File: src/rtl/aux_dma_pkg.sv
package aux_dma_pkg;
  localparam int ADDR_W = 32;
  localparam int SIZE_W = 31;
  localparam int HALF_W = 16;

  typedef enum logic [2:0] {
    RI_MM_HI  = 3'd0,
    RI_MM_LO  = 3'd1,
    RI_AUX_HI = 3'd2,
    RI_AUX_LO = 3'd3,
    RI_LEN_HI = 3'd4,
    RI_LEN_LO = 3'd5
  } reg_idx_e;

  typedef enum logic {PH_FILL = 1'b0, PH_DRAIN = 1'b1} phase_e;
endpackage

File: src/rtl/aux_bus_arbiter.sv
module aux_bus_arbiter #(
  parameter int N_REQ = 3
) (
  input  logic             clk_i,
  input  logic             rst_ni,
  input  logic [N_REQ-1:0] req_i,
  output logic [N_REQ-1:0] gnt_o
);
  // index 0 has highest priority: isolate lowest set bit
  assign gnt_o = req_i & (~req_i + N_REQ'(1));


  onehot_gnt_chk: assert property (@(posedge clk_i) disable iff (!rst_ni)
    $onehot0(gnt_o));

  top_prio_chk: assert property (@(posedge clk_i) disable iff (!rst_ni)
    req_i[0] |-> gnt_o[0]);

  no_idle_chk: assert property (@(posedge clk_i) disable iff (!rst_ni)
    (req_i != '0) |-> (gnt_o != '0));
endmodule

File: src/rtl/aux_dma_regs.sv
module aux_dma_regs
  import aux_dma_pkg::*;
#(
  parameter int ALIGN_W    = 5,
  parameter int UNIT_BYTES = 32
) (
  input  logic              clk_i,
  input  logic              rst_ni,
  input  logic              we_i,
  input  logic [2:0]        addr_i,
  input  logic [HALF_W-1:0] wdata_i,
  output logic [HALF_W-1:0] rdata_o,
  input  logic              busy_i,
  input  logic              step_i,
  output logic              start_o,
  output logic              start_zero_o,
  output logic              last_unit_o,
  output logic              dir_o,
  output logic [ADDR_W-1:0] mm_addr_o,
  output logic [ADDR_W-1:0] aux_addr_o
);
  localparam logic [ADDR_W-1:0] AMASK = ~ADDR_W'((1 << ALIGN_W) - 1);
  localparam logic [SIZE_W-1:0] SMASK = ~SIZE_W'((1 << ALIGN_W) - 1);

  logic [ADDR_W-1:0] mm_q, aux_q;
  logic [SIZE_W-1:0] size_q, size_new;
  logic              dir_q, wr_ok;

  assign wr_ok    = we_i && !busy_i;
  assign size_new = {size_q[SIZE_W-1:HALF_W], wdata_i} & SMASK;

  always_ff @(posedge clk_i or negedge rst_ni) begin
    if (!rst_ni) begin
      mm_q   <= '0;
      aux_q  <= '0;
      size_q <= '0;
      dir_q  <= 1'b0;
    end else if (step_i) begin
      mm_q   <= mm_q + ADDR_W'(UNIT_BYTES);
      aux_q  <= aux_q + ADDR_W'(UNIT_BYTES);
      size_q <= size_q - SIZE_W'(UNIT_BYTES);
    end else if (wr_ok) begin
      case (addr_i)
        RI_MM_HI:  mm_q[ADDR_W-1:HALF_W]  <= wdata_i;
        RI_MM_LO:  mm_q[HALF_W-1:0]       <= wdata_i & AMASK[HALF_W-1:0];
        RI_AUX_HI: aux_q[ADDR_W-1:HALF_W] <= wdata_i;
        RI_AUX_LO: aux_q[HALF_W-1:0]      <= wdata_i & AMASK[HALF_W-1:0];
        RI_LEN_HI: begin
          dir_q                  <= wdata_i[HALF_W-1];
          size_q[SIZE_W-1:HALF_W] <= wdata_i[HALF_W-2:0];
        end
        RI_LEN_LO: size_q <= size_new;
        default: ;
      endcase
    end
  end

  always_comb begin
    case (addr_i)
      RI_MM_HI:  rdata_o = mm_q[ADDR_W-1:HALF_W];
      RI_MM_LO:  rdata_o = mm_q[HALF_W-1:0];
      RI_AUX_HI: rdata_o = aux_q[ADDR_W-1:HALF_W];
      RI_AUX_LO: rdata_o = aux_q[HALF_W-1:0];
      RI_LEN_HI: rdata_o = {dir_q, size_q[SIZE_W-1:HALF_W]};
      RI_LEN_LO: rdata_o = size_q[HALF_W-1:0];
      default:   rdata_o = '0;
    endcase
  end

  assign start_o      = wr_ok && (addr_i == RI_LEN_LO);
  assign start_zero_o = (size_new == '0);
  assign last_unit_o  = (size_q == SIZE_W'(UNIT_BYTES));
  assign dir_o        = dir_q;
  assign mm_addr_o    = mm_q;
  assign aux_addr_o   = aux_q;


  size_step_chk: assert property (@(posedge clk_i) disable iff (!rst_ni)
    step_i |=> size_q == $past(size_q) - SIZE_W'(UNIT_BYTES));

  addr_step_chk: assert property (@(posedge clk_i) disable iff (!rst_ni)
    step_i |=> aux_q == $past(aux_q) + ADDR_W'(UNIT_BYTES));

  busy_hold_chk: assert property (@(posedge clk_i) disable iff (!rst_ni)
    busy_i |=> $stable(dir_q));
endmodule

File: src/rtl/aux_dma_engine.sv
module aux_dma_engine
  import aux_dma_pkg::*;
#(
  parameter int DATA_W     = 64,
  parameter int UNIT_BEATS = 4
) (
  input  logic              clk_i,
  input  logic              rst_ni,
  input  logic              start_i,
  input  logic              start_zero_i,
  input  logic              last_unit_i,
  input  logic              dir_i,
  input  logic [ADDR_W-1:0] mm_base_i,
  input  logic [ADDR_W-1:0] aux_base_i,
  output logic              step_o,
  output logic              dma_req_o,
  input  logic              dma_gnt_i,
  output logic              aux_valid_o,
  output logic              aux_we_o,
  output logic [ADDR_W-1:0] aux_addr_o,
  output logic [DATA_W-1:0] aux_wdata_o,
  input  logic [DATA_W-1:0] aux_rdata_i,
  output logic              mm_valid_o,
  output logic              mm_we_o,
  output logic [ADDR_W-1:0] mm_addr_o,
  output logic [DATA_W-1:0] mm_wdata_o,
  input  logic [DATA_W-1:0] mm_rdata_i,
  output logic              busy_o,
  output logic              done_o
);
  localparam int BEAT_BYTES = DATA_W / 8;
  localparam int BIDX_W     = $clog2(UNIT_BEATS);

  logic              busy_q, done_q;
  phase_e            phase_q;
  logic [BIDX_W-1:0] beat_q;
  logic [DATA_W-1:0] buf_q [UNIT_BEATS];
  logic              aux_phase, fire, last_beat;
  logic [ADDR_W-1:0] beat_off;

  // dir 0: fill from main memory, drain to aux; dir 1: the reverse
  assign aux_phase = dir_i ? (phase_q == PH_FILL) : (phase_q == PH_DRAIN);
  assign fire      = busy_q && (!aux_phase || dma_gnt_i);
  assign last_beat = (beat_q == BIDX_W'(UNIT_BEATS - 1));
  assign step_o    = fire && (phase_q == PH_DRAIN) && last_beat;
  assign beat_off  = ADDR_W'(beat_q) * ADDR_W'(BEAT_BYTES);

  assign dma_req_o   = busy_q && aux_phase;
  assign aux_valid_o = busy_q && aux_phase && dma_gnt_i;
  assign aux_we_o    = !dir_i;
  assign aux_addr_o  = aux_base_i + beat_off;
  assign aux_wdata_o = buf_q[beat_q];
  assign mm_valid_o  = busy_q && !aux_phase;
  assign mm_we_o     = dir_i;
  assign mm_addr_o   = mm_base_i + beat_off;
  assign mm_wdata_o  = buf_q[beat_q];
  assign busy_o      = busy_q;
  assign done_o      = done_q;

  always_ff @(posedge clk_i or negedge rst_ni) begin
    if (!rst_ni) begin
      busy_q  <= 1'b0;
      done_q  <= 1'b0;
      phase_q <= PH_FILL;
      beat_q  <= '0;
    end else begin
      done_q <= 1'b0;
      if (start_i) begin
        if (start_zero_i) done_q <= 1'b1;
        else              busy_q <= 1'b1;
        phase_q <= PH_FILL;
        beat_q  <= '0;
      end else if (fire) begin
        beat_q <= last_beat ? '0 : beat_q + BIDX_W'(1);
        if (last_beat) begin
          phase_q <= (phase_q == PH_FILL) ? PH_DRAIN : PH_FILL;
          if (phase_q == PH_DRAIN && last_unit_i) begin
            busy_q <= 1'b0;
            done_q <= 1'b1;
          end
        end
      end
    end
  end

  always_ff @(posedge clk_i or negedge rst_ni) begin
    if (!rst_ni) begin
      for (int i = 0; i < UNIT_BEATS; i++) buf_q[i] <= '0;
    end else if (fire && phase_q == PH_FILL) begin
      buf_q[beat_q] <= dir_i ? aux_rdata_i : mm_rdata_i;
    end
  end


  done_idle_chk: assert property (@(posedge clk_i) disable iff (!rst_ni)
    done_o |-> !busy_o);

  done_pulse_chk: assert property (@(posedge clk_i) disable iff (!rst_ni)
    done_o |=> !done_o);

  busy_rise_chk: assert property (@(posedge clk_i) disable iff (!rst_ni)
    $rose(busy_o) |-> $past(start_i));
endmodule

File: src/rtl/aux_dma_top.sv
module aux_dma_top
  import aux_dma_pkg::*;
#(
  parameter int DATA_W     = 64,
  parameter int UNIT_BEATS = 4
) (
  input  logic              clk_i,
  input  logic              rst_ni,
  input  logic              reg_we_i,
  input  logic [2:0]        reg_addr_i,
  input  logic [15:0]       reg_wdata_i,
  output logic [15:0]       reg_rdata_o,
  input  logic              ref_req_i,
  output logic              ref_gnt_o,
  input  logic              acc_req_i,
  output logic              acc_gnt_o,
  output logic              aux_valid_o,
  output logic              aux_we_o,
  output logic [31:0]       aux_addr_o,
  output logic [DATA_W-1:0] aux_wdata_o,
  input  logic [DATA_W-1:0] aux_rdata_i,
  output logic              mm_valid_o,
  output logic              mm_we_o,
  output logic [31:0]       mm_addr_o,
  output logic [DATA_W-1:0] mm_wdata_o,
  input  logic [DATA_W-1:0] mm_rdata_i,
  output logic              busy_o,
  output logic              done_o
);
  localparam int UNIT_BYTES = UNIT_BEATS * DATA_W / 8;
  localparam int ALIGN_W    = $clog2(UNIT_BYTES);

  logic              start, start_zero, last_unit, dir, step, dma_req, busy;
  logic [ADDR_W-1:0] mm_base, aux_base;
  logic [2:0]        req, gnt;

  assign req       = {dma_req, acc_req_i, ref_req_i};
  assign ref_gnt_o = gnt[0];
  assign acc_gnt_o = gnt[1];
  assign busy_o    = busy;

  aux_bus_arbiter #(.N_REQ(3)) u_arb (
    .clk_i(clk_i), .rst_ni(rst_ni), .req_i(req), .gnt_o(gnt)
  );

  aux_dma_regs #(.ALIGN_W(ALIGN_W), .UNIT_BYTES(UNIT_BYTES)) u_regs (
    .clk_i(clk_i), .rst_ni(rst_ni), .we_i(reg_we_i), .addr_i(reg_addr_i),
    .wdata_i(reg_wdata_i), .rdata_o(reg_rdata_o), .busy_i(busy),
    .step_i(step), .start_o(start), .start_zero_o(start_zero),
    .last_unit_o(last_unit), .dir_o(dir), .mm_addr_o(mm_base),
    .aux_addr_o(aux_base)
  );

  aux_dma_engine #(.DATA_W(DATA_W), .UNIT_BEATS(UNIT_BEATS)) u_eng (
    .clk_i(clk_i), .rst_ni(rst_ni), .start_i(start),
    .start_zero_i(start_zero), .last_unit_i(last_unit), .dir_i(dir),
    .mm_base_i(mm_base), .aux_base_i(aux_base), .step_o(step),
    .dma_req_o(dma_req), .dma_gnt_i(gnt[2]), .aux_valid_o(aux_valid_o),
    .aux_we_o(aux_we_o), .aux_addr_o(aux_addr_o), .aux_wdata_o(aux_wdata_o),
    .aux_rdata_i(aux_rdata_i), .mm_valid_o(mm_valid_o), .mm_we_o(mm_we_o),
    .mm_addr_o(mm_addr_o), .mm_wdata_o(mm_wdata_o), .mm_rdata_i(mm_rdata_i),
    .busy_o(busy), .done_o(done_o)
  );


  dma_yield_chk: assert property (@(posedge clk_i) disable iff (!rst_ni)
    aux_valid_o |-> !ref_req_i && !acc_req_i);

  zero_len_chk: assert property (@(posedge clk_i) disable iff (!rst_ni)
    (start && start_zero) |=> done_o && !busy_o && !mm_valid_o);
endmodule

File: config.mk
export PLATFORM = sky130hd
export DESIGN_NAME = aux_dma_top
export DESIGN_NICKNAME = d
export VERILOG_FILES = /design/src/rtl/aux_dma_pkg.sv /design/src/rtl/aux_bus_arbiter.sv /design/src/rtl/aux_dma_regs.sv /design/src/rtl/aux_dma_engine.sv /design/src/rtl/aux_dma_top.sv
export SDC_FILE = /design/constraint.sdc
export NUM_CORES = 1
export LEC_CHECK = 0
export ABC_AREA = 0
export BUFFER_PORTS_ARGS = -buffer_cell sky130_fd_sc_hd__buf_2
export CAP_MARGIN = 20
export CELL_PAD_IN_SITES_DETAIL_PLACEMENT = 0
export CELL_PAD_IN_SITES_GLOBAL_PLACEMENT = 1
export CORE_MARGIN = 5
export CORE_UTILIZATION = 30
export CTS_BUF_LIST = sky130_fd_sc_hd__clkbuf_4
export CTS_CLUSTER_SIZE = 10
export DETAILED_ROUTE_END_ITERATION = 8
export PLACE_DENSITY = 0.68
export SYNTH_ARGS = -nofsm -noshare
export SYNTH_HDL_FRONTEND = slang
export SYNTH_HIERARCHICAL = 1
export SYNTH_SLANG_ARGS = --single-unit
File: constraint.sdc
create_clock -name clk_i -period 3.9 [get_ports clk_i]
set_input_delay 0.585 -clock clk_i [delete_from_list [all_inputs] [get_ports clk_i]]
set_output_delay 0.585 -clock clk_i [all_outputs]
set_load 0.03 [all_outputs]
==> results of run 1 <==
-- sequential cells by signal, indices dropped and copies added (netlist names) --
name / count
u_regs/size_q: 26
u_eng/beat_q: 2
u_eng/busy_o: 1
u_eng/buf_q: 256
u_regs/dir_o: 1
u_eng/phase_q: 1
u_regs/mm_addr_o: 27
u_eng/done_o: 1
u_regs/aux_addr_o: 27
-- worst min path at each step --
stage	start	cells past startpoint	slack, ns	endpoint
final	reg_wdata_i[11]	3	0.14	u_regs/aux_addr_o[11]$_DFFE_PN0P_
after detailed placement	u_eng/buf_q[111]$_DFFE_PN0P_	1	0.49	u_eng/buf_q[111]$_DFFE_PN0P_
after floorplan	rst_ni	0	0.29	u_eng/beat_q[0]$_DFFE_PN0P_
after global placement	u_eng/buf_q[71]$_DFFE_PN0P_	1	0.48	u_eng/buf_q[71]$_DFFE_PN0P_
after CTS	reg_wdata_i[11]	3	0.04	u_regs/aux_addr_o[11]$_DFFE_PN0P_
after global routing	reg_wdata_i[4]	3	0.06	u_regs/aux_addr_o[20]$_DFFE_PN0P_
-- area by class of cell --
class	count	area share
Antenna cell	2	0.000218
Sequential cell	342	0.372
Inverter	32	0.00522
Tap cell	855	0.0465
Multi-Input combinational cell	1132	0.431
Timing Repair Buffer	384	0.0910
Clock inverter	21	0.00500
Clock buffer	150	0.0489
-- layout by cell type, fill, tap and decap left out, types with 15 or more instances in the layout --
cell type	netlist	final
sky130_fd_sc_hd__nand3_1	47	47
sky130_fd_sc_hd__inv_1	30	30
sky130_fd_sc_hd__and3_1	19	19
sky130_fd_sc_hd__mux2_2	329	329
sky130_fd_sc_hd__a211oi_1	27	27
sky130_fd_sc_hd__a311oi_1	15	15
sky130_fd_sc_hd__a21oi_1	53	53
sky130_fd_sc_hd__mux4_2	64	64
sky130_fd_sc_hd__nand2_1	87	84
sky130_fd_sc_hd__nand4_1	29	29
sky130_fd_sc_hd__mux2i_1	31	31
sky130_fd_sc_hd__nor3_1	44	44
sky130_fd_sc_hd__xor2_1	18	18
sky130_fd_sc_hd__dfrtp_1	342	339
sky130_fd_sc_hd__clkbuf_4	0	150
sky130_fd_sc_hd__nor2_1	100	99
sky130_fd_sc_hd__buf_2	43	360
sky130_fd_sc_hd__xnor2_1	43	43
sky130_fd_sc_hd__o21ai_0	26	26
-- metrics by stage --
step                setup slack [ns]   util  power, µW  cell area, µm²
floorplan                      0.835      -      16200           19600
global placement               0.748  0.337      18800           21700
finish                         0.420  0.356      22300           23000
global route                   0.245  0.356      23600           23000
detailed placement             0.751  0.337      19100           21700
CTS                            0.300  0.356      22500           23000
-- cells by family after synthesis --
logic type	Yosys count
multiplexers	424
AND/OR/NAND/NOR	422
flip-flops	342
buffers and inverters	204
AO/OA/AOI/OAI	201
XOR/XNOR	62
adder cells (fa/ha/maj)	13
other	1
-- metal layers --
metal,track usage,routed length [µm],up-vias
li1,-,-,6846
met1,0.220,25700,7664
met2,0.275,29200,665
met3,0.0383,4710,104
met4,0.0587,1600,4
met5,0,27,-
-- where the power goes --
part           switching [µW]  internal (µW)  total [µW]
Clock                    1560           1760        3320
Combinational            7230           4690       11900
Sequential               1730           5300        7020
-- critical path: cells and delay by family (launching register included) --
family   cells  cell delay, ns
flops        1            0.53
mux          1            0.51
buf+inv      2            0.97
==> implementation parameters, run 1 <==
Parameter                              Value

Final layout
  Synth-to-layout area growth    17.5%
  Reg area    8570 µm²
  Non-filler cells in the finished layout    2918
  Final #Nets    2154
  Number of fill cells    6439
  Combined area of the multi-input logic cells    9910 µm²
  Ratio of cells with drive above 1 in the final layout    0.476

Yosys
  Count leader, synth    sky130_fd_sc_hd__dfrtp_1
  FFs w/ async S/R, synth    1.00
  Average size of a mapped cell    11.7 µm²
  Area share of the leading cell type in the synthesized netlist    0.437
  EDFF count, synth    0
  Portion of netlist area occupied by mux cells    0.279
  Seq cells post-synth    342
  Post-synthesis compound-gate area fraction    0.0704
  Post-Syn Instances    1669
  Post-synthesis simple-gate area fraction    0.117
  Top post-synthesis cells by area    sky130_fd_sc_hd__dfrtp_1 (44%), sky130_fd_sc_hd__mux2_2 (19%), sky130_fd_sc_hd__mux4_2 (7.4%), sky130_fd_sc_hd__buf_4 (3.1%), sky130_fd_sc_hd__xnor2_1 (1.9%)
  Post-Synth XOR/XNOR Area    0.0281
  Synth warn    6
  Top cells by instance count after synthesis    sky130_fd_sc_hd__dfrtp_1 (342), sky130_fd_sc_hd__mux2_2 (329), sky130_fd_sc_hd__nor2_1 (100)
  Cell area after technology mapping    19600 µm²
  Largest area contributor in the synthesized netlist    sky130_fd_sc_hd__dfrtp_1
  Dominant combinational cell family by area after synthesis    multiplexers
  Post-synth cell types    87
  Fraction of the mapped netlist area in adder cells    0.00908
  Leading register cell type out of synthesis    sky130_fd_sc_hd__dfrtp_1
  Seq/Total Area, Yosys    0.437

Global route
  Overall Global Routing Usage    0.168
  Initial antenna violation count    4
  Wire length of the first global-routing pass    93.7 mm
  Vias in the first global route    15639
  Maximum number of pins on one net before global-route repair    108
  Global route overflow    0

Worst setup path
  Slowest library cell on the worst path    sky130_fd_sc_hd__buf_4
  Kind of start point of the critical path    flip-flop
  WS Path Type    reg2out
  Max stage delay on crit path    0.75 ns
  Arrival time worst endpoint    2.90 ns
  Reg-to-Reg Start    u_eng/busy_o$_DFFE_PN0P_
  Peak fanout along the critical path    60
  Critical path capture point    aux_wdata_o[38]
  Beginning of the critical path    u_eng/beat_q[1]$_DFFE_PN0P_
  Register-to-Register Path Depth    9
  Cell-by-cell listing of the critical path    buf_4 -> mux4_2 -> buf_2
  Critical path capture point type    output pin
  Endpoint of the worst-slack reg-to-reg timing path    u_regs/mm_addr_o[19]$_DFFE_PN0P_
  Data required time at the worst endpoint    3.31 ns
  Register-to-register path setup slack    0.66 ns

Power
  Static power due to leakage    0.00987 µW
  Largest vdd supply drop    0.371 mV
  Total power per unit cell area    968 nW/µm²

Timing
  Period Utilization, post-route    0.892
  Crit path time final    3.48 ns
  Unrepaired setup endpoints after global routing    no
  Final Hold Slack    0.139 ns
  Count of endpoints failing hold in the final timing report    0
  Peak clock frequency supported by timing    287 MHz
  Total setup violations reported at the end of the flow    0
  Final count of pins violating max slew    0
  Setup total negative slack    0 ns
  Max Clock Skew    0.0589 ns
  Relative slew slack    0.322
  Slew at the pin with the worst max-slew slack    1.02 ns

CTS
  Cell at the root of the clock tree    sky130_fd_sc_hd__clkbuf_4
  Worst-skew pair later-pin latency    0.83 ns
  Clock transition at the register clock pins on the worst setup and hold paths after CTS    0.07 ns
  Cts-stage hold buffer count    2
  Clock Sink Count    342
  Buffers from clock root to sink, at most    3
  Clock tree from TritonCTS    done
  Cts bufs inserted    97
  Number of H-tree branching levels    3
  Number of resized instances in the post-cts repair step    0
  Post CTS Setup Buffer Count    0

Detailed routing
  DRC errors left    0
  Detailed-route wire length per cell    21.0 µm
  Antenna Nets Post-Route    0
  DRT Pass-1 Iters    5
  Drt total wl    61.2 mm
  Routed via count divided by cell count    5.24
  Vias    15283
  Drt first-iter violations    1081

Placement
  Estimated wirelength of the detail-placed design    42.6 mm
  Routability congestion estimate    0.907
  Placed cell count    2743
  Count of port buffers added during placement    361

Floorplan
  I/O Pins    368
  Initial Utilization    0.303
  Area of the die    70500 µm²
  Vertical die dimension    265 µm
  Total number of placement rows    93
  Core ar.    64600 µm²
  DIE WIDTH    265 µm

Status
  Status    finished clean

Flow run
  Max-Cap Viols    0

Worst hold path
  Worst hold path type    in2reg
Note: power is estimated with default switching activity, not from simulation.
==> run 2, diff against run 1 <==
clock period = 4.4 ns   (was 3.9 ns; I/O delays follow)
==> run 2 against run 1 <==
Against the previous run:
- global-route usage about the same
- critical endpoint unchanged
- largest cell class unchanged
- largest power group unchanged
- design area decreased by 0.48%
- core utilization decreased by 0.17 points
- sequential power decreased by 11%
==> implementation parameters, run 2 (synthesis results as in run 1) <==
Parameter                              Value

Status
  Status    finished clean

Power
  Total power draw    19600 µW (-12%)
  Proportion of power drawn by combinational gates    0.538 (+0.003)
  Net switching power of the design    9330 µW (-11%)
  Share of power burned in registers    0.319 (+0.003)
  Switching share of total power    0.476 (+0.00374)
  Static power due to leakage    0.00980 µW (-0.69%)
  Total power per unit cell area    856 nW/µm² (-12%)
  Largest vdd supply drop    0.445 mV (+20%)
  Clock network power share    0.143 (-0.006)
  Cell-internal power    10300 µW (-13%)

Worst setup path
  Peak fanout along the critical path    61 (+1.7%)
  Kind of start point of the critical path    flip-flop
  Critical path capture point type    output pin
  WS Path Type    reg2out
  Register-to-register path setup slack    1.16 ns (+0.50 ns)
  Data required time at the worst endpoint    3.74 ns (+0.43 ns)
  Arrival time worst endpoint    2.92 ns (+0.02 ns)

Timing
  Peak clock frequency supported by timing    279 MHz
  Count of endpoints failing hold in the final timing report    0 (unchanged)
  Total setup violations reported at the end of the flow    0 (unchanged)
  Period Utilization, post-route    0.814
  Relative slew slack    0.307 (-0.0142)
  Final count of pins violating max slew    0 (unchanged)
  Slew at the pin with the worst max-slew slack    1.04 ns (+0.0213 ns)
  Unrepaired setup endpoints after global routing    no
  Setup total negative slack    0 ns (unchanged)
  Max Clock Skew    0.0606 ns (+0.00176 ns)
  Setup WS post-layout    0.818 ns (+0.399 ns)
  Crit path time final    3.58 ns

CTS
  Cell at the root of the clock tree    sky130_fd_sc_hd__clkbuf_4
  Clock Sink Count    342 (unchanged)
  Number of H-tree branching levels    3 (unchanged)
  Worst-skew pair later-pin latency    0.82 ns (about the same)
  Buffers from clock root to sink, at most    3 (unchanged)
  Post CTS Setup Buffer Count    0 (unchanged)
  Clock transition at the register clock pins on the worst setup and hold paths after CTS    0.07 ns (about the same)
  Clock tree from TritonCTS    done
  Cts bufs inserted    93 (-4.1%)

Final layout
  Synth-to-layout area growth    17.0%
  Ratio of cells with drive above 1 in the final layout    0.474 (-0.00243)
  Commonest non-fill, non-tap cells in the layout    sky130_fd_sc_hd__buf_2 (360), sky130_fd_sc_hd__dfrtp_1 (339), sky130_fd_sc_hd__mux2_2 (329)
  Finished Cell Area    22900 µm² (-0.48%)
  Register containing the most flip-flops in the final layout    u_eng/buf_q
  Final #Nets    2149 (-0.23%)
  Max reg flops    256 (unchanged)
  Leading cell type in the layout, fill and taps excluded    sky130_fd_sc_hd__buf_2

Flow run
  Max-Cap Viols    0 (unchanged)

Placement
  Estimated wirelength of the detail-placed design    42.5 mm (about the same)
  Pre-CTS setup slack    1.13 ns (+0.380 ns)
  Routability congestion estimate    0.915 (+0.90%)
  Area post-placement    21700 µm² (unchanged)
  Count of port buffers added during placement    361 (unchanged)

Global route
  Overall Global Routing Usage    0.168 (-0.000360)
  Global route overflow    0 (unchanged)
  Initial antenna violation count    5 (+1)
  Wire length of the first global-routing pass    93.6 mm (-0.15%)
  Maximum number of pins on one net before global-route repair    122 (+13%)
  Vias in the first global route    15616 (-0.15%)

Detailed routing
  Drt total wl    61.1 mm (about the same)
  DRC errors left    0 (unchanged)
  Antenna Nets Post-Route    0 (unchanged)
  Drt first-iter violations    1109 (+2.6%)
  DRT Pass-1 Iters    7 (+2)
  Vias    15132 (-0.99%)
  Detailed-route wire length per cell    21.1 µm (+0.54%)
  Routed via count divided by cell count    5.22 (-0.41%)

Floorplan
  Core ar.    64600 µm² (unchanged)
  Total number of placement rows    93 (unchanged)
  I/O Pins    368 (unchanged)
  Vertical die dimension    265 µm (unchanged)
  Area of the die    70500 µm² (unchanged)
  Initial Utilization    0.303 (unchanged)
  DIE WIDTH    265 µm (unchanged)

Worst hold path
  Worst hold path type    in2reg
## run 2: timing repair
item,in CTS,in global routing
hold buffers,1,0
resized for setup,0,0
endpoints found under the hold margin,112,0
## run 2: path summary, 6_finish.rpt
kind / startpoint / to / depth (start not counted)
worst max-delay path: u_eng/beat_q[1]$_DFFE_PN0P_ / aux_wdata_o[38] / 3
worst min-delay path: reg_wdata_i[8] / u_regs/size_q[24]$_DFFE_PN0P_ / 3
worst max register to register: u_eng/busy_o$_DFFE_PN0P_ / u_regs/aux_addr_o[22]$_DFFE_PN0P_ / 11
worst min register to register: u_eng/buf_q[67]$_DFFE_PN0P_ / u_eng/buf_q[67]$_DFFE_PN0P_ / 1
max in group asynchronous: rst_ni / u_eng/buf_q[89]$_DFFE_PN0P_ / 3
min in group asynchronous: rst_ni / u_eng/buf_q[5]$_DFFE_PN0P_ / 2
## run 2: stage by stage
stage / utilization / cells / hold slack, ns
floorplan: - / 1678 / 0.364
global placement: 0.337 / 2743 / 0.481
detailed placement: 0.337 / 2743 / 0.487
CTS: 0.354 / 2897 / 0.0294
global route: 0.355 / 2901 / 0.0680
finish: 0.355 / 2901 / 0.180
## run 2: layout make-up
class,instances,area [µm²]
inverters,32,120
clock inverters,20,138
multi-input cells,1132,9910
clock buffers,133,998
repair buffers,383,2080
well taps,855,1070
diodes,4,10.0
fillers,6471,41700
flip-flops and latches,342,8570
## run 2: routing by layer
layer	track usage	share of wire
met1	0.216	0.42
met2	0.280	0.48
met3	0.0377	0.072
met4	0.0566	0.029
met5	0	0.00043
## run 2: power by group through the flow
| stage | logic [µW] | registers, µW | clock network, µW |
|---|---|---|---|
| CTS | 10700 | 6230 | 2940 |
| detailed placement | 10600 | 6290 | 0 |
| finish | 10500 | 6250 | 2800 |
| floorplan | 8750 | 5620 | 0 |
| global route | 11200 | 6440 | 3080 |
| global placement | 10500 | 6170 | 0 |
## run 2: worst max-delay path, stage by stage, from the launching register on
cell,delay [ns]
sky130_fd_sc_hd__dfrtp_4,0.52
sky130_fd_sc_hd__buf_4,0.76
sky130_fd_sc_hd__mux4_2,0.51
sky130_fd_sc_hd__buf_2,0.22
